===== src/rtl/cas_sig_pkg.sv =====
package cas_sig_pkg;
  localparam int NUM_CH   = 30;
  localparam int HALF_CH  = NUM_CH / 2;
  localparam int NIB_W    = 4;
  localparam int FIDX_W   = 4;
  localparam int BYTE_W   = 2 * NIB_W;
  localparam int CH_W     = $clog2(NUM_CH + 1);

  typedef logic [NIB_W-1:0] abcd_t;

  typedef enum logic [1:0] {
    HOLD_SHORT = 2'b00,
    HOLD_MID   = 2'b01,
    HOLD_LONG  = 2'b10,
    HOLD_RSVD  = 2'b11
  } hold_sel_e;
endpackage


===== src/rtl/cas_ts16_extract.sv =====
module cas_ts16_extract
  import cas_sig_pkg::*;
(
  input  logic              clk,
  input  logic              rst_n,
  input  logic              in_valid,
  output logic              in_ready,
  input  logic [FIDX_W-1:0] in_frame,
  input  logic [BYTE_W-1:0] in_byte,
  output logic              out_valid,
  input  logic              out_ready,
  output logic [FIDX_W-1:0] out_frame,
  output logic [BYTE_W-1:0] out_byte,
  output logic              acc,
  output logic              acc_data
);
  assign in_ready = !out_valid || out_ready;
  assign acc      = in_valid && in_ready;
  assign acc_data = acc && (in_frame != '0);

  always_ff @(posedge clk or negedge rst_n) begin
    if (!rst_n) begin
      out_valid <= 1'b0;
      out_frame <= '0;
      out_byte  <= '0;
    end else begin
      if (out_valid && out_ready) out_valid <= 1'b0;
      if (acc_data) begin
        out_valid <= 1'b1;
        out_frame <= in_frame;
        out_byte  <= in_byte;
      end
    end
  end

  AST_OUT_HOLD: assert property (@(posedge clk) disable iff (!rst_n)
    out_valid && !out_ready |=> out_valid && $stable(out_byte) && $stable(out_frame));
  AST_NO_FRAME0_BEAT: assert property (@(posedge clk) disable iff (!rst_n)
    out_valid |-> out_frame != '0);
endmodule


===== src/rtl/cas_abcd_store.sv =====
module cas_abcd_store
  import cas_sig_pkg::*;
(
  input  logic              clk,
  input  logic              rst_n,
  input  logic              acc,
  input  logic              acc_data,
  input  logic [FIDX_W-1:0] frame,
  input  logic [BYTE_W-1:0] data,
  input  logic [NUM_CH-1:0] clear_chan,
  input  logic [CH_W-1:0]   rd_chan,
  output abcd_t             rd_abcd,
  output logic              chg_hit
);
  localparam int IW = $clog2(NUM_CH);

  abcd_t             mem [NUM_CH];
  logic [NUM_CH-1:0] diff;
  logic [IW-1:0]     hi_idx, lo_idx;
  abcd_t             hi_nib, lo_nib;
  logic              loading, primed;

  assign hi_idx = IW'(frame) - IW'(1);
  assign lo_idx = IW'(frame) + IW'(HALF_CH - 1);
  assign hi_nib = data[BYTE_W-1:NIB_W];
  assign lo_nib = data[NIB_W-1:0];

  for (genvar g = 0; g < NUM_CH; g++) begin : g_ch
    logic  hit_hi, hit_lo;
    abcd_t nxt;
    assign hit_hi = acc_data && (hi_idx == IW'(g));
    assign hit_lo = acc_data && (lo_idx == IW'(g));
    assign nxt    = hit_hi ? hi_nib : lo_nib;
    assign diff[g] = (hit_hi || hit_lo) && (nxt != mem[g]) && !clear_chan[g];

    always_ff @(posedge clk or negedge rst_n) begin
      if (!rst_n)                mem[g] <= '0;
      else if (hit_hi || hit_lo) mem[g] <= nxt;
    end
  end

  always_ff @(posedge clk or negedge rst_n) begin
    if (!rst_n) begin
      loading <= 1'b0;
      primed  <= 1'b0;
      chg_hit <= 1'b0;
    end else begin
      chg_hit <= primed && (|diff);
      if (acc && frame == '0 && !primed) loading <= 1'b1;
      if (acc && loading && frame == FIDX_W'(HALF_CH)) primed <= 1'b1;
    end
  end

  always_comb begin
    rd_abcd = '0;
    if (rd_chan >= CH_W'(1) && rd_chan <= CH_W'(NUM_CH))
      rd_abcd = mem[IW'(rd_chan - CH_W'(1))];
  end

  AST_NO_FLAG_UNPRIMED: assert property (@(posedge clk) disable iff (!rst_n)
    !primed |=> !chg_hit);
  AST_HIT_NEEDS_WRITE: assert property (@(posedge clk) disable iff (!rst_n)
    chg_hit |-> $past(acc_data));
endmodule


===== src/rtl/cas_holdoff_timer.sv =====
module cas_holdoff_timer
  import cas_sig_pkg::*;
#(
  parameter int TICKS_PER_MS = 8
) (
  input  logic       clk,
  input  logic       rst_n,
  input  logic       tick,
  input  logic [1:0] sel,
  input  logic       restart,
  output logic       expired
);
  localparam int LIM_S = 2  * TICKS_PER_MS;
  localparam int LIM_M = 8  * TICKS_PER_MS;
  localparam int LIM_L = 16 * TICKS_PER_MS;
  localparam int CW    = $clog2(LIM_L + 1);

  hold_sel_e     mode;
  logic [CW-1:0] lim_m1, cnt;

  assign mode = hold_sel_e'(sel);

  always_comb begin
    case (mode)
      HOLD_SHORT: lim_m1 = CW'(LIM_S - 1);
      HOLD_MID:   lim_m1 = CW'(LIM_M - 1);
      default:    lim_m1 = CW'(LIM_L - 1);
    endcase
  end

  always_ff @(posedge clk or negedge rst_n) begin
    if (!rst_n) begin
      cnt     <= '0;
      expired <= 1'b0;
    end else if (restart) begin
      cnt     <= '0;
      expired <= 1'b0;
    end else if (tick && !expired) begin
      if (cnt >= lim_m1) begin
        expired <= 1'b1;
        cnt     <= '0;
      end else begin
        cnt <= cnt + CW'(1);
      end
    end
  end

  AST_EXP_HOLD: assert property (@(posedge clk) disable iff (!rst_n)
    expired && !restart |=> expired);
  AST_EXP_NEEDS_TICK: assert property (@(posedge clk) disable iff (!rst_n)
    $rose(expired) |-> $past(tick));
endmodule


===== src/rtl/cas_sig_monitor.sv =====
module cas_sig_monitor
  import cas_sig_pkg::*;
#(
  parameter int TICKS_PER_MS = 8
) (
  input  logic              clk,
  input  logic              rst_n,
  input  logic              ts16_valid,
  output logic              ts16_ready,
  input  logic [FIDX_W-1:0] ts16_frame,
  input  logic [BYTE_W-1:0] ts16_byte,
  output logic              sig_valid,
  input  logic              sig_ready,
  output logic [FIDX_W-1:0] sig_frame,
  output logic [BYTE_W-1:0] sig_byte,
  input  logic              frame_tick,
  input  logic [1:0]        hold_sel,
  input  logic [NUM_CH-1:0] clear_chan,
  input  logic              irq_mask,
  input  logic              status_rd,
  input  logic [CH_W-1:0]   rd_chan,
  output logic [NIB_W-1:0]  rd_abcd,
  output logic              chg_status,
  output logic              irq
);
  logic acc, acc_data, chg_hit, tmr_expired, pend, promote;

  cas_ts16_extract u_extract (
    .clk(clk), .rst_n(rst_n),
    .in_valid(ts16_valid), .in_ready(ts16_ready),
    .in_frame(ts16_frame), .in_byte(ts16_byte),
    .out_valid(sig_valid), .out_ready(sig_ready),
    .out_frame(sig_frame), .out_byte(sig_byte),
    .acc(acc), .acc_data(acc_data)
  );

  cas_abcd_store u_store (
    .clk(clk), .rst_n(rst_n),
    .acc(acc), .acc_data(acc_data),
    .frame(ts16_frame), .data(ts16_byte),
    .clear_chan(clear_chan),
    .rd_chan(rd_chan), .rd_abcd(rd_abcd),
    .chg_hit(chg_hit)
  );

  cas_holdoff_timer #(.TICKS_PER_MS(TICKS_PER_MS)) u_timer (
    .clk(clk), .rst_n(rst_n),
    .tick(frame_tick), .sel(hold_sel),
    .restart(status_rd), .expired(tmr_expired)
  );

  assign promote = pend && tmr_expired && !chg_status && !status_rd;

  always_ff @(posedge clk or negedge rst_n) begin
    if (!rst_n) begin
      pend       <= 1'b0;
      chg_status <= 1'b0;
    end else begin
      pend <= (pend && !promote) || chg_hit;
      if (status_rd)    chg_status <= 1'b0;
      else if (promote) chg_status <= 1'b1;
    end
  end

  assign irq = chg_status && !irq_mask;

  AST_STATUS_NEEDS_EXPIRY: assert property (@(posedge clk) disable iff (!rst_n)
    $rose(chg_status) |-> $past(tmr_expired) && $past(pend));
  AST_STATUS_STICKY: assert property (@(posedge clk) disable iff (!rst_n)
    chg_status && !status_rd |=> chg_status);
  AST_READ_CLEARS: assert property (@(posedge clk) disable iff (!rst_n)
    status_rd |=> !chg_status);
  AST_IRQ_GATED: assert property (@(posedge clk) disable iff (!rst_n)
    irq |-> chg_status);
endmodule


===== config.mk =====
export PLATFORM = sky130hd
export DESIGN_NAME = cas_sig_monitor
export DESIGN_NICKNAME = d
export VERILOG_FILES = /design/src/rtl/cas_sig_pkg.sv /design/src/rtl/cas_ts16_extract.sv /design/src/rtl/cas_abcd_store.sv /design/src/rtl/cas_holdoff_timer.sv /design/src/rtl/cas_sig_monitor.sv
export SDC_FILE = /design/constraint.sdc
export NUM_CORES = 1
export LEC_CHECK = 0
export BUFFER_PORTS_ARGS = -buffer_cell sky130_fd_sc_hd__buf_2
export CAP_MARGIN = 20
export CORE_MARGIN = 2
export CORE_UTILIZATION = 55
export DETAILED_ROUTE_END_ITERATION = 7
export GPL_TIMING_DRIVEN = 0
export PLACE_DENSITY_LB_ADDON = 0.2
export SLEW_MARGIN = 10
export SYNTH_ARGS = -nofsm -noshare
export SYNTH_HDL_FRONTEND = slang
export SYNTH_SLANG_ARGS = --single-unit
export TNS_END_PERCENT = 20

===== constraint.sdc =====
create_clock -name clk -period 2.93 [get_ports clk]
set_input_delay 0.4395 -clock clk [delete_from_list [all_inputs] [get_ports clk]]
set_output_delay 0.4395 -clock clk [all_outputs]
set_load 0.03 [all_outputs]

**Word-level counts from Yosys, hierarchy flattened**

Cells that the tools add are included.

- Bits in registers: 147
- Latch bits: 0
- Bits in writable memories: 0
- ROM bits: 0
- Input port bits: 56
- Output and inout port bits: 20
- Memories: 0

- Add/sub/neg operators: 4
- $mul: 0
- Div/mod/pow operators: 0
- Order comparisons: 4
- Equality and inequality tests: 90
- Shift operators: 0
- Multiplexer cells: 45
- Bitwise operators: 1
- Reductions and logical operators: 215

Operators by type and width:

| kind | number |
|---|---|
| $eq 5x5->1 const B | 28 |
| $logic_and 1x1->1 | 135 |
| $mux 4 | 33 |
| $ne 4x4->1 | 30 |
| $eq 5x4->1 const B | 16 |
| $eq 5x3->1 const B | 8 |
| $logic_not 1->1 | 37 |
| $logic_or 1x1->1 | 32 |
| $reduce_or 30->1 | 1 |
| $mux 8 | 3 |
| $bmux 4 s5 | 1 |
| $eq 5x2->1 const B | 4 |
| $pmux 7 s2 | 1 |
| $eq 5x1->1 const B | 2 |
| $logic_not 5->1 | 2 |
| $add 8x1->8 const B | 1 |
| $ge 8x7->1 | 1 |
| $reduce_bool 2->1 | 4 |
| $mux 1 | 7 |
| $ge 6x6->1 const B | 1 |
| $not 5->6 | 1 |
| $add 4x4->5 const B | 1 |
| $ge 5x1->1 const B | 1 |
| $le 5x5->1 const B | 1 |
| 8 further kinds | 8 |

**Logic depth before layout (Yosys ltp)**

Gate-level depths: netlist of the first run.

- Depth after elaboration: 11
- Gate-level depth with buffers: 12
- Mapped depth without buffers: 9

**By module**

A second synthesis of the first run with hierarchy kept.

- Cell total of the unflattened synthesis: 997
- Area total of the unflattened synthesis: 10035.9 um2

By module, submodules not included:

| module | times used | cells each | area each (um2) |
|---|---|---|---|
| cas_abcd_store | 1 | 894 | 8828.5 |
| cas_holdoff_timer | 1 | 61 | 573.0 |
| cas_ts16_extract | 1 | 34 | 546.8 |
| cas_sig_monitor | 1 | 8 | 87.6 |

**Worst setup path after synthesis of the first run**

OpenSTA, ideal clock, no wires.

- Kind: input -> output
- Start point: input port rd_chan[0]
- End point: output port rd_abcd[0]
- Arrival: 3070 ps
- Required time: 2491 ps
- Path slack: -579 ps
- Stages on the path: 9
- Path buffers: 3
- Cells stage by stage: buf_2 inv_1 ha_1 clkbuf_1 clkbuf_1 mux4_2 mux2i_1 a211o_1 a21boi_0

- Word-level cells in the longest chain between the ends: 6
- Elaborated cells on any way between the ends: 9
- Those cells by class: 1 x add/sub; 2 x order compare; 4 x mux; 1 x bitwise; 1 x reduce/logical

RTL lines:

| what | RTL line | source |
|---|---|---|
| from (decl) | cas_sig_monitor.sv:21 | `input logic [CH_W-1:0] rd_chan,` |
| $sub 5x1->5 | cas_abcd_store.sv:57 | `rd_abcd = mem[IW'(rd_chan - CH_W'(1))];` |
| $not 5->6 (not written as such) | cas_abcd_store.sv:57 |  |
| $bmux 4 s5 | cas_abcd_store.sv:57 |  |
| $mux 4 (not written as such) (2 in a row) | cas_abcd_store.sv:57 |  |
| $mux 4 * | cas_abcd_store.sv:56 | `if (rd_chan >= CH_W'(1) && rd_chan <= CH_W'(NUM_CH))` |
| to (decl) | cas_sig_monitor.sv:22 | `output logic [NIB_W-1:0] rd_abcd,` |

Mark *: on every way between the ends. The rest lies on a longest branch, timed or not. The select of a mux whose other input is x is not followed.

**Worst setup path in the final report of the first run**

- Start point: input port rd_chan[0]
- End point: output port rd_abcd[3]

Same word-level chain as after synthesis.

==> results list, run 1 <==
- First-pass GRT wire length: approximately 45 mm
- Endpoints failing hold: 0
- Total core area: ~17000 um^2
- Summed over all layers, the routed wires come to 29.00 mm.
* Critical-path maximum fanout: 10
* MaxCap Viol Count: 0
- Headroom to the max-slew limit came out at 0.3535.
- In the finished design, the share of the clock period the worst path needs comes to 1.019.
* Height of the die: between 100 and 150 um
* Utilization of the core after routing: 0.6594
* Area of the die: between 15000 and 20000 um^2
- Net count of the mapped netlist: 966
* Total congestion overflow after global routing: 0
- DRC violations left: 0
* Number of placement rows: 47
* Clock-pin slew reported for the worst setup and hold paths after clock tree synthesis: approximately 0.060 ns
* Clock buffer count from CTS: 17
- Crit path to: rd_abcd[3]
* TritonCTS clock tree: built
- The share of synthesized area in the top cell type comes to 0.3934.
* Synth cell types: between 70 and 80
- STA puts the critical path data required time at ~2.5 ns.
- From synthesis to final layout, the design area changed by 16.94%.
- Mean Syn Cell Area: ~10 um^2
* Number of port buffers: approximately 70
- Origin of the critical flop-to-flop path: u_extract.out_valid$_DFFE_PN0P_
- The tightest min-delay check is of the input port to flip-flop type.
- Pre-Repair DR Iteration Count: 6
- CTS saw 147 sinks.
- In this run the static leakage power is 4.630 nW.
- For this run, the total global-route usage over all layers was measured as 0.3302.
- Sequential element share of the synthesized area: 0.3934
- Fin Setup TNS: -0.1072 ns
- Synth area leaders: sky130_fd_sc_hd__dfrtp_1 (39%), sky130_fd_sc_hd__mux2_2 (8.5%), sky130_fd_sc_hd__mux4_2 (7.0%)
- Peak supply drop: between 400 and 500 uV
- FF-to-FF setup slack: ~0.15 ns
- The final layout contains between 1k and 1.5k nets.
- Slew Viols, Final: 0
* Warning count from the yosys run: 0
- Setup repair after global routing could not meet its margin everywhere.
- Setup violations remaining at the end of the flow were counted as 3.
- The critical path starts at rd_chan[0].
* Detailed-route vias per instance: between 6 and 7
* Final worst path period need: around 3.0 ns
- Horiz. Die Dim: 134.4 um
- Kind of capture point of the worst setup path: primary output
* Root buf cell: sky130_fd_sc_hd__clkbuf_16
- Classification of the worst setup path: input port to primary output
- Pin count of the biggest net entering global routing: just under 90
- Synthesized instance count: about 900
- Data on the critical path arrives at its endpoint at between 2 and 3 ns.
- Async S/R FF share, synth: 1.000
* HPWL after detailed placement: approximately 21 mm
* Hold slack final: around 0.23 ns
* Result of the run: finished, violations left
- Worst r2r dst: u_store.chg_hit$_DFF_PN0_
- Avg WL per Cell: about 24 um
* Clock tree skew after final layout: around 0.0054 ns
* Pre-CTS worst setup slack: -0.9928 ns
* Number of flip-flops and latches in the synthesized netlist: ~150
* Most area-hungry cell type in the Yosys netlist: sky130_fd_sc_hd__dfrtp_1
* Final cell count without fillers: between 1k and 1.5k
- At the later pin of the worst-skew pair, clock insertion delay measures between 0.4 and 0.5 ns.
- The library cells used most frequently in the layout, excluding fill and tap cells, are sky130_fd_sc_hd__dfrtp_1 (147), sky130_fd_sc_hd__nand2_1 (94), sky130_fd_sc_hd__buf_2 (80).
- After routing the design area is 10940 um^2.
* Diodes inserted: 0
- The detailed router placed around 8.0k vias in this run.
- Number of enable-type register cells in the synthesized netlist: 0
* Cell area after synthesis: around 9400 um^2
- DRC marker count from the first detailed-route iteration: ~1.1k
- Placed cells: about 1.2k
* Overall power after layout: around 7.5 mW
* Number of global-route vias before repair: approximately 7.6k
- Setup slack on the critical path of the routed design comes to -0.05634 ns.
* Cell Area, Placed: 10030 um^2
* Synth Flop Type: sky130_fd_sc_hd__dfrtp_1
* Antenna Violating Nets Remaining: 0
- Kind of start point of the critical path: input port
* PD cells: just under 700 nW/um^2
- Highest clock frequency the design can meet: between 0.3 and 0.4 GHz
- H-tree depth reported by CTS: 4
* Maximum count of clock buffers along a single path: 2
* Starting Density: 0.5639
- RD Place Congestion: 1.008
* Worst slew pin tran: 0.9618 ns
- The checks that failed: setup timing.
- Initial antenna violation count: 0
* Fraction of layout instances using a drive strength above 1: 0.2826
- Commonest non-fill, non-tap cell in the layout: sky130_fd_sc_hd__dfrtp_1
- For the worst flop-to-flop path, the logic depth is 7.
- Pin placement for this block handled 76 I/O pins.
-- routing by layer --
| metal | track usage | part of all wire | vias up |
|---|---|---|---|
| met3 | 0.06916 | 0.11 | 71 |
| met4 | 0.1292 | 0.029 | 0 |
| met2 | 0.4923 | 0.45 | 512 |
| met1 | 0.4747 | 0.41 | 3963 |
| li1 | - | - | 3502 |
| met5 | 0 | 0 | - |
-- cells by family after synthesis --
logic type | Yosys count | synth area share
mux | 122 | 0.1789
buf+inv | 81 | 0.03960
fa+ha+maj | 9 | 0.01204
flops | 147 | 0.3934
xor+xnor | 114 | 0.1092
simple gates | 240 | 0.1323
compound gates | 188 | 0.1346
-- worst min-delay path by stage --
stage          slack, ns                 startpoint                           to  cells past startpoint
6_report            0.23                  status_rd  u_timer.expired$_DFFE_PN0P_                      2
5_1_grt             0.25                  status_rd  u_timer.expired$_DFFE_PN0P_                      2
4_1_cts             0.23                  status_rd  u_timer.expired$_DFFE_PN0P_                      2
3_5_place_dp        0.40                      rst_n   u_timer.cnt[3]$_DFFE_PN0P_                      1
3_3_place_gp        0.42  u_store.chg_hit$_DFF_PN0_               pend$_DFF_PN0_                      1
2_1_floorplan       0.14                      rst_n       chg_status$_DFFE_PN0P_                      0
-- area by class of cell --
cell class,count,area (um^2)
fill,1315,5648
multi-input combinational,673,5453
sequential,147,3679
timing repair buffer,79,471.7
clock buffer,20,446.7
buffer,57,359.1
tap,220,275.3
clock inverter,12,155.1
inverter,24,96.34
-- power by group --
part           total [mW]  switching (mW)  internal [mW]
logic                2.17            1.06           1.11
clock network        2.25           0.889           1.36
registers            3.12           0.584           2.54
total                7.54            2.53           5.01
-- flip-flops by register name (all words and copies together), names as in the netlist --
name	cells
chg_status	1
pend	1
u_extract.out_byte	8
u_extract.out_frame	4
u_extract.out_valid	1
u_store.chg_hit	1
u_store.loading	1
u_store.mem	120
u_store.primed	1
u_timer.cnt	8
u_timer.expired	1
-- worst max-delay path, stage by stage --
cell and delay (ns):
sky130_fd_sc_hd__buf_2 0.11, sky130_fd_sc_hd__buf_8 0.14, sky130_fd_sc_hd__inv_4 0.05, sky130_fd_sc_hd__ha_4 0.28
sky130_fd_sc_hd__clkbuf_16 0.17, sky130_fd_sc_hd__clkbuf_16 0.17, sky130_fd_sc_hd__mux4_2 0.30, sky130_fd_sc_hd__mux2_4 0.29
sky130_fd_sc_hd__o211ai_1 0.31, sky130_fd_sc_hd__a21boi_2 0.11, sky130_fd_sc_hd__buf_6 0.16
-- timing repair --
| item | in CTS | in global routing |
|---|---|---|
| hold buffers | 1 | 0 |
| setup endpoints to repair | 5 | 5 |
| gates resized for setup | 41 | 7 |
| hold endpoints to repair | 59 | 0 |
| setup buffers | 4 | 4 |
| pin swaps | 6 | 3 |
-- synth_stat cells, types with 4 or more instances --
cell and number:
sky130_fd_sc_hd__a2111oi_0 4, sky130_fd_sc_hd__a211o_1 5, sky130_fd_sc_hd__a211oi_1 4, sky130_fd_sc_hd__a21o_1 5, sky130_fd_sc_hd__a21oi_1 27, sky130_fd_sc_hd__a221oi_1 4
sky130_fd_sc_hd__a31oi_1 6, sky130_fd_sc_hd__a41o_1 5, sky130_fd_sc_hd__a41oi_1 11, sky130_fd_sc_hd__and3_1 4, sky130_fd_sc_hd__buf_2 20, sky130_fd_sc_hd__buf_6 4
sky130_fd_sc_hd__clkbuf_1 30, sky130_fd_sc_hd__dfrtp_1 147, sky130_fd_sc_hd__ha_1 9, sky130_fd_sc_hd__inv_1 23, sky130_fd_sc_hd__mux2_2 71, sky130_fd_sc_hd__mux2i_1 22
sky130_fd_sc_hd__mux4_2 29, sky130_fd_sc_hd__nand2_1 94, sky130_fd_sc_hd__nand3_1 17, sky130_fd_sc_hd__nand4_1 8, sky130_fd_sc_hd__nor2_1 28, sky130_fd_sc_hd__nor2b_1 7
sky130_fd_sc_hd__nor3_1 19, sky130_fd_sc_hd__nor3_2 5, sky130_fd_sc_hd__nor4_1 17, sky130_fd_sc_hd__o211ai_1 4, sky130_fd_sc_hd__o21ai_0 70, sky130_fd_sc_hd__o22ai_1 6
sky130_fd_sc_hd__o31ai_1 4, sky130_fd_sc_hd__or2_2 7, sky130_fd_sc_hd__or3_1 7, sky130_fd_sc_hd__xnor2_1 65, sky130_fd_sc_hd__xor2_1 46
Power figures use the tool's default switching activity.
==> inputs of run 2 (changes only) <==
CORE_UTILIZATION = 56   (was 55)
SYNTH_HIERARCHICAL = 1   (was default)
==> run 2 against run 1 <==
The flow still finishes with violations (setup timing). Largest cell class unchanged. Worst hold slack better by 0.020 ns. Die area is 5.2% higher. Critical path depth increased by 2.
==> results list, run 2 <==
* Peak supply drop: 584.0 uV (+32%)
- The fraction of layout cells with a size suffix above 1 was 0.3269 (+0.04425).
* Pre-Repair DR Iteration Count: 6 (unchanged)
- The highest clock rate is 0.3318 GHz (-0.90%).
* Setup repair after global routing missed its margin: true
- Largest register FFs: 120 (unchanged)
- Internal power of the cells: 5.108 mW (+1.9%)
- Synth cell types: 83 (+7.8%)
- TritonCTS Sinks: 147 (unchanged)
- Result of the run: finished, violations left
- The initial antenna violation count came to 0 (unchanged).
- The clock tree buffer depth was 2 (unchanged).
- Placed cells: 1298 (+9.0%)
- The post-place instance area was 10800 um^2 (+7.6%).
- Root buf cell: sky130_fd_sc_hd__clkbuf_16
* PD cells: 658.4 nW/um^2 (-4.6%)
- The portion of total power attributed to combinational logic is 0.311 (+0.023).
* Most area-hungry cell type in the Yosys netlist: sky130_fd_sc_hd__dfrtp_1
- The count of routing violations after the opening detailed-route iteration was 1532 (+42%).
- The slowest stage of the critical path is the sky130_fd_sc_hd__or4_4 cell.
* Slew Viols, Final: 0 (unchanged)
- The horizontal extent of the die is 137.9 um (+2.6%).
* Endpoints failing hold: 0 (unchanged)
- By area the synthesized netlist is led by sky130_fd_sc_hd__dfrtp_1 (37%), sky130_fd_sc_hd__mux2_2 (8.6%), sky130_fd_sc_hd__xnor2_1 (7.5%).
- The mean post-synth cell area came to 10.07 um^2 (-3.0%).
- The switching share of power was 0.3606 (+0.02504).
* Total core area: 17420 um^2 (+5.0%)
- The global-route wire length before repair was 52.30 mm (+17%).
- Final worst path period need: 3.014 ns (+0.02720 ns)
* Number of flip-flops and latches in the synthesized netlist: 147 (unchanged)
- The reported leakage power came to 5.111 nW (+10%).
* HPWL after detailed placement: 23.87 mm (+15%)
- Number of global-route vias before repair: 8982 (+18%)
- Height of the die: 137.9 um (+2.6%)
* Clk_lat worst skew: 0.43 ns (about the same)
- Clock tree skew after final layout: 0.007311 ns (+0.001918 ns)
- Max incr delay on CP: 0.55 ns (+0.24 ns)
- The checks that failed: setup timing.
- The net count after synthesis is 1060 (+9.7%).
- The largest net degree at the start of global routing is 90 (+1.1%).
* RD Place Congestion: 1.018 (+0.95%)
- Final cell count without fillers: 1357 (+10%)
* Starting Density: 0.5762 (+0.01232)
- The commonest cells after synthesis are sky130_fd_sc_hd__dfrtp_1 (147), sky130_fd_sc_hd__xnor2_1 (86), sky130_fd_sc_hd__nand2_1 (83), sky130_fd_sc_hd__mux2_2 (77), sky130_fd_sc_hd__o21ai_0 (54).
- Class of the tightest hold or removal check: input port to flip-flop
- The worst endpoint required time came to 3.20 ns (+0.71 ns).
- Kind of capture point of the worst setup path: flip-flop
* Kind of start point of the critical path: input port
- The count of vias placed by the detailed router was 9195 (+14%).
- The async set or reset register ratio after synthesis is 1.000 (unchanged).
- The number of buffers created by CTS came to 17 (unchanged).
* Synthesized instance count: 997 (+11%)
* Data arrival time at the worst-slack endpoint: 3.28 ns (+0.73 ns)
- Setup violation total in the final timing report: 1 (-2)
* DRC violations left: 0 (unchanged)
* Dominant cell by count in the synthesized netlist: sky130_fd_sc_hd__dfrtp_1
- The share of the clock period used by the worst path came to 1.029 (+0.009282).
- The clock network fraction of design power is 0.290 (-0.008).
- The critical path in this run is classified as input port to flip-flop.
- Diodes inserted: 0 (unchanged)
* Number of placement rows: 48 (+2.1%)
* Avg WL per Cell: 25.58 um (+8.7%)
- Syn-to-layout area delta: 20.91%
- The post-route cell area was 12130 um^2 (+11%).
* MaxCap Viol Count: 0 (unchanged)
- The count of nets left with antenna violations after detail routing was 0 (unchanged).
- The pre-CTS setup slack is -1.242 ns (-0.2496 ns).
- The count of pins on the block boundary is 76 (unchanged).
- The signal on the critical path passes through buf_8 > or4_4 > nand3_4 > buf_12 > inv_8 > and4b_1 > clkbuf_1 > and4_1 > o31ai_1 > o221ai_1 > a211oi_1 > o32a_1 > a41oi_2.
* Number of port buffers: 75 (+8.7%)
- The area of the die was 19010 um^2 (+5.2%).
* Share of the synthesized area in the top cell type: 0.3665 (-0.02683)
- Synth Flop Type: sky130_fd_sc_hd__dfrtp_1
- The clock-pin slew of the registers on the worst-case setup and hold paths was 0.06 ns (about the same).
- TritonCTS clock tree: built
* Critical-path maximum fanout: 10 (unchanged)
- NetSw: 2.881 mW (+14%)
- Commonest non-fill, non-tap cell in the layout: sky130_fd_sc_hd__dfrtp_1
- Largest registers: u_store/mem: 120 flops, u_extract/out_byte: 8 flops, u_timer/cnt: 8 flops
- H-tree depth reported by CTS: 4 (unchanged)
- Relative contribution of sequential cells to total power: 0.399 (-0.015)
* Number of enable-type register cells in the synthesized netlist: 0 (unchanged)
- The via density per instance is 6.776 (+3.7%).
- Detailed-route wire length: 34.71 mm (+20%)
* Worst slew pin tran: 0.8861 ns (-0.07574 ns)
* Hold slack final: 0.2531 ns (+0.02008 ns)
- The post-synthesis instance area came to 10040 um^2 (+7.3%).
* Commonest cells after routing, fill and taps aside: sky130_fd_sc_hd__dfrtp_1 (147), sky130_fd_sc_hd__buf_2 (85), sky130_fd_sc_hd__xnor2_1 (82)
- Net count of the finished layout: 1182 (+11%)
- The combined global-route utilization of all metal layers was 0.3737 (+0.04352).
* Sequential element share of the synthesized area: 0.3665 (-0.02683)
- Top reg by flops: u_store/mem
* Minimum setup slack in the final design: -0.08353 ns (-0.02720 ns)
- Worst-case headroom to the max-slew limit: 0.4093 (+0.05583)
* Warning count from the yosys run: 6 (+6)
- Total congestion overflow after global routing: 0 (unchanged)
## run 2: logic make-up (layout without fill, tap and decap cells)
group	count (synthesis)	after routing	share of synthesized area
AO/OA/AOI/OAI	232	232	0.1676
XOR/XNOR	104	104	0.09076
adder cells (fa/ha/maj)	7	7	0.008727
buffers and inverters	109	244	0.04763
flip-flops	147	147	0.3665
multiplexers	142	142	0.1899
AND/OR/NAND/NOR	256	256	0.1289
## run 2: layout make-up
| class | count | area [um^2] |
|---|---|---|
| plain buffers | 68 | 442.9 |
| clock buffers | 17 | 425.4 |
| repair buffers | 111 | 744.5 |
| inverters | 33 | 137.6 |
| fillers | 1303 | 5283 |
| well taps | 225 | 281.5 |
| flip-flops and latches | 147 | 3679 |
| clock inverters | 15 | 186.4 |
| multi-input cells | 741 | 6237 |
## run 2: worst max-delay path, delay by kind of cell
| kind | cells | cell delay, ns |
|---|---|---|
| compound gates | 5 | 1.24 |
| buf+inv | 4 | 0.47 |
| simple gates | 4 | 1.10 |
## run 2: path summary, 6_finish.rpt
| check | cells past startpoint | end | startpoint | slack (ns) |
|---|---|---|---|---|
| worst min register to register | 1 | u_store/loading$_DFFE_PN0P_ | u_store/loading$_DFFE_PN0P_ | 0.50 |
| max in group asynchronous | 3 | u_store/mem[82]$_DFFE_PN0N_ | rst_n | 1.58 |
| worst max-delay path | 13 | u_store/chg_hit$_DFF_PN0_ | ts16_frame[1] | -0.08 |
| worst min-delay path | 2 | u_extract/out_frame[1]$_DFFE_PN0P_ | ts16_frame[1] | 0.25 |
| min in group asynchronous | 2 | u_timer/cnt[6]$_DFFE_PN0P_ | rst_n | 0.53 |
| worst max register to register | 13 | u_store/chg_hit$_DFF_PN0_ | u_extract/out_valid$_DFFE_PN0P_ | 0.03 |
## run 2: routing by layer
metal	global-route usage	vias up	share of wire
met5	0	-	0
met4	0.1570	0	0.049
met3	0.07858	133	0.11
met2	0.5762	612	0.45
met1	0.5134	4523	0.39
li1	-	3927	-
## run 2: metrics by stage
step,TNS [ns],util,power (mW)
4_1_cts,-0.04388,0.6796,7.816
6_report,-0.08353,0.6967,7.989
2_1_floorplan,-0.03431,-,4.656
5_1_grt,-0.1655,0.6967,8.303
3_3_place_gp,-158.07,0.6177,5.322
3_5_place_dp,-36.41,0.6198,5.399
## run 2: power by group through the flow
stage | Clock (mW) | Sequential (mW) | Combinational (mW)
floorplan | 0 | 3.01 | 1.64
global placement | 0 | 3.16 | 2.17
detailed placement | 0 | 3.18 | 2.22
CTS | 2.34 | 3.15 | 2.33
global route | 2.42 | 3.23 | 2.65
finish | 2.31 | 3.19 | 2.48
## run 2: what timing repair did
action,4_1_cts,5_1_grt
endpoints found under the setup margin,26,7
resized for setup,60,56
gates cloned,0,1
setup buffers,21,12
pin swaps,13,13
hold endpoints to repair,58,0
hold buffers,1,0
==> inputs of run 3 (changes only) <==
BUFFER_PORTS_ARGS = -buffer_cell sky130_fd_sc_hd__buf_4   (was -buffer_cell sky130_fd_sc_hd__buf_2)
==> run 3 against run 2 <==
Sequential share of layout area increased by 0.091 points. The flow still finishes with violations (setup timing). Critical endpoint unchanged. Largest power group unchanged. Sequential power about the same. Critical path depth decreased by 2. Clock skew increased by 0.0039 ns. Via count about the same. First-iteration DRC count decreased by 6.5%. Clock power decreased by 10%. Register-to-register slack got worse by 0.12 ns.
==> results list, run 3 (synthesis gave the netlist of run 2 again) <==
- Hold path startpoint: status_rd
- The signal on the critical path passes through buf_6 > or4_4 > nand3_4 > clkinv_4 > and3b_2 > and3_4 > a22o_4 > or4_4 > nor4_4 > and4_4 > a41oi_4.
* Critical Path Slowest Stage Cell: sky130_fd_sc_hd__or4_4
* Cell family with most CP delay: simple AND/OR/NAND/NOR gates
- The count of nets left with antenna violations after detail routing was 0 (unchanged).
- Detailed-route vias per instance: 6.795 (+0.28%)
- First-pass GRT wire length: 52.01 mm (-0.54%)
- Violations in the final reports: setup timing
- The worst path arrival time came to 3.38 ns (+0.10 ns).
* PD cells: 638.7 nW/um^2 (-3.0%)
- Final std cell area, no fill: 12100 um^2 (-0.30%)
- The largest net degree at the start of global routing came to 87 (-3.3%).
- Maximum count of clock buffers along a single path: 2 (unchanged)
- The number of buffers created by CTS is 17 (unchanged).
* DRC marker count from the first detailed-route iteration: 1433 (-6.5%)
* Filler Cell Count: 1336 (+2.5%)
* MaxCap Viol Count: 0 (unchanged)
- Minimum setup slack in the final design: -0.1690 ns (-0.08544 ns)
* Largest register FFs: 120 (unchanged)
- Number of top-level pins: 76 (unchanged)
- Worst-case headroom to the max-slew limit: 0.3342 (-0.07513)
* Top reg by flops: u_store/mem
* H-tree depth reported by CTS: 4 (unchanged)
- Total congestion overflow after global routing: 0 (unchanged)
* Fin Setup TNS: -0.2445 ns (-0.1609 ns)
* Critical-path maximum fanout: 5 (-5)
* Net count of the finished layout: 1177 (-0.42%)
- The standard cell core area came to 17420 um^2 (unchanged).
- Class of the tightest hold or removal check: input port to flip-flop
- Area of the die: 19010 um^2 (unchanged)
- The via count of the first global-routing pass was 8793 (-2.1%).
- The top cell types in the final layout, fill and taps aside, are sky130_fd_sc_hd__dfrtp_1 (147), sky130_fd_sc_hd__buf_4 (98), sky130_fd_sc_hd__xnor2_1 (84).
- Max incr delay on CP: 0.55 ns (about the same)
* Classification of the worst setup path: input port to flip-flop
- Diodes inserted: 0 (unchanged)
- The path with the worst hold slack has its endpoint at u_timer/expired$_DFFE_PN0P_.
- The final-report hold violation count was 0 (unchanged).
- The combined global-route utilization of all metal layers came to 0.3739 (about the same).
* Data required, critical path: 3.21 ns (about the same)
* Slew Viols, Final: 0 (unchanged)
* Initial antenna violation count: 0 (unchanged)
* Overall power after layout: 7.727 mW (-3.3%)
- Hold slack final: 0.2277 ns (-0.02534 ns)
- The register-to-register setup slack is -0.09 ns (-0.12 ns).
- The die outline height is 137.9 um (unchanged).
- The worst clock skew came to 0.01122 ns (+0.003911 ns).
- The post-DP HPWL is 24.09 mm (+0.90%).
- The cell count of the worst reg-to-reg path was 13 (unchanged).
* Clock-pin slew reported for the worst setup and hold paths after clock tree synthesis: 0.06 ns (about the same)
* Detailed-route wire length: 34.49 mm (-0.62%)
- The number of setup violations in the final report came to 4 (+3).
- Pre-CTS worst setup slack: -1.215 ns (+0.02706 ns)
- Highest clock frequency the design can meet: 0.3227 GHz (-2.8%)
- Final worst path period need: 3.099 ns (+0.08544 ns)
- Setup repair after global routing missed its margin: true
- The horizontal extent of the die was 137.9 um (unchanged).
* Final cell count without fillers: 1352 (-0.37%)
- Cell count of the worst hold path: 2 (unchanged)
- Number of port buffers: 75 (unchanged)
- Starting Density: 0.5762 (unchanged)
- Commonest non-fill, non-tap cell in the layout: sky130_fd_sc_hd__dfrtp_1
- Routed vias: 9187 (-0.087%)
* Avg WL per Cell: 25.51 um (-0.25%)
* CP most frequent cell: sky130_fd_sc_hd__or4_4
- In the final layout, the registers with the most flip-flops are u_store/mem: 120 flops, u_extract/out_byte: 8 flops, u_timer/cnt: 8 flops.
- Number of placement rows: 48 (unchanged)
- Fraction of the cycle the final worst path needs: 1.058 (+0.02916)
- The worst setup path is captured at a flip-flop.
- Utilization of the core after routing: 0.6946 (-0.002083)
- Kind of start point of the critical path: input port
- Leakage power total: 5.079 nW (-0.62%)
* Worst Path Buf+Inv: 2 (-2)
- Worst slew pin tran: 0.9988 ns (+0.1127 ns)
* Root buf cell: sky130_fd_sc_hd__clkbuf_16
* Clk_lat worst skew: 0.44 ns (about the same)
- Compared with the post-synthesis result, the final layout area differs by 20.55%.
- The endpoint identified for the worst register-to-register timing path is u_store/chg_hit$_DFF_PN0_.
- The post-route DRC violation count was 0 (unchanged).
- Placed cells: 1298 (unchanged)
- RD Place Congestion: 1.014 (-0.30%)
- Pre-Repair DR Iteration Count: 7 (+1)
- In this run the critical register-to-register path is launched from u_extract/out_valid$_DFFE_PN0P_.
- The post-place instance area is 10980 um^2 (+1.7%).
- Result of the run: finished, violations left
- The fraction of layout cells with a size suffix above 1 was 0.3123 (-0.01452).
- TritonCTS Sinks: 147 (unchanged)
- TritonCTS clock tree: built
- Peak supply drop: 487.4 uV (-17%)
run 3: cell count changes in the layout (fill, tap and decap cells not counted), sizes merged:
cell,delta
buf,-9
bufinv,-2
clkbuf,+3
clkinv,+8
clkinvlp,-1
inv,-4
run 3: metal layers:
metal | wire, um | global-route usage | vias up | part of all wire
met3 | 3912 | 0.08224 | 108 | 0.11
met5 | 0 | 0 | - | 0
met4 | 1460 | 0.1791 | 0 | 0.042
li1 | - | - | 3914 | -
met1 | 13760 | 0.5128 | 4509 | 0.40
met2 | 15360 | 0.5652 | 656 | 0.45
run 3: worst max path at each step:
stage | from | to | slack, ns | cells past startpoint
2_1_floorplan | ts16_frame[2] | u_store/chg_hit$_DFF_PN0_ | -0.03 | 13
3_3_place_gp | ts16_frame[2] | u_store/chg_hit$_DFF_PN0_ | -1.19 | 14
3_5_place_dp | ts16_frame[2] | u_store/chg_hit$_DFF_PN0_ | -1.22 | 11
4_1_cts | ts16_frame[1] | u_store/chg_hit$_DFF_PN0_ | -0.006 | 12
5_1_grt | ts16_frame[2] | u_store/chg_hit$_DFF_PN0_ | -0.15 | 11
6_report | ts16_frame[2] | u_store/chg_hit$_DFF_PN0_ | -0.17 | 11
run 3: report_power, final:
group          internal (mW)  total (mW)  switching (mW)
logic                   1.28        2.45            1.17
clock network           1.11        2.08           0.974
registers               2.54        3.20           0.660
total                   4.93        7.73            2.80
run 3: layout make-up:
type,instances,area (um^2),share of cell area
sequential,147,3679,0.3041
timing repair inverter,1,5.005,0.0004137
buffer,70,432.9,0.03578
multi-input combinational,741,6158,0.5090
clock buffer,17,425.4,0.03516
tap,225,281.5,0.02327
timing repair buffer,103,859.6,0.07105
clock inverter,15,121.4,0.01003
inverter,33,135.1,0.01117
run 3: timing repair:
| item | 4_1_cts | 5_1_grt |
|---|---|---|
| resized for setup | 67 | 22 |
| buffers inserted | 14 | 12 |
| hold buffers | 1 | 0 |
| pin swaps | 11 | 11 |
| endpoints found under the setup margin | 30 | 5 |
| gates cloned | 0 | 1 |
| hold endpoints to repair | 61 | 0 |
run 3: worst reg2reg max path, stage by stage, from the launching register on:
cell,delay (ns)
sky130_fd_sc_hd__dfrtp_1,0.40
sky130_fd_sc_hd__nand2b_4,0.10
sky130_fd_sc_hd__nand3_4,0.11
sky130_fd_sc_hd__buf_4,0.17
sky130_fd_sc_hd__clkinv_2,0.10
sky130_fd_sc_hd__nand2b_4,0.09
sky130_fd_sc_hd__clkbuf_8,0.19
sky130_fd_sc_hd__or4_1,0.54
sky130_fd_sc_hd__buf_6,0.18
sky130_fd_sc_hd__mux2i_1,0.14
sky130_fd_sc_hd__a221oi_1,0.31
sky130_fd_sc_hd__o21ai_1,0.15
sky130_fd_sc_hd__a22oi_2,0.21
sky130_fd_sc_hd__a41oi_4,0.16
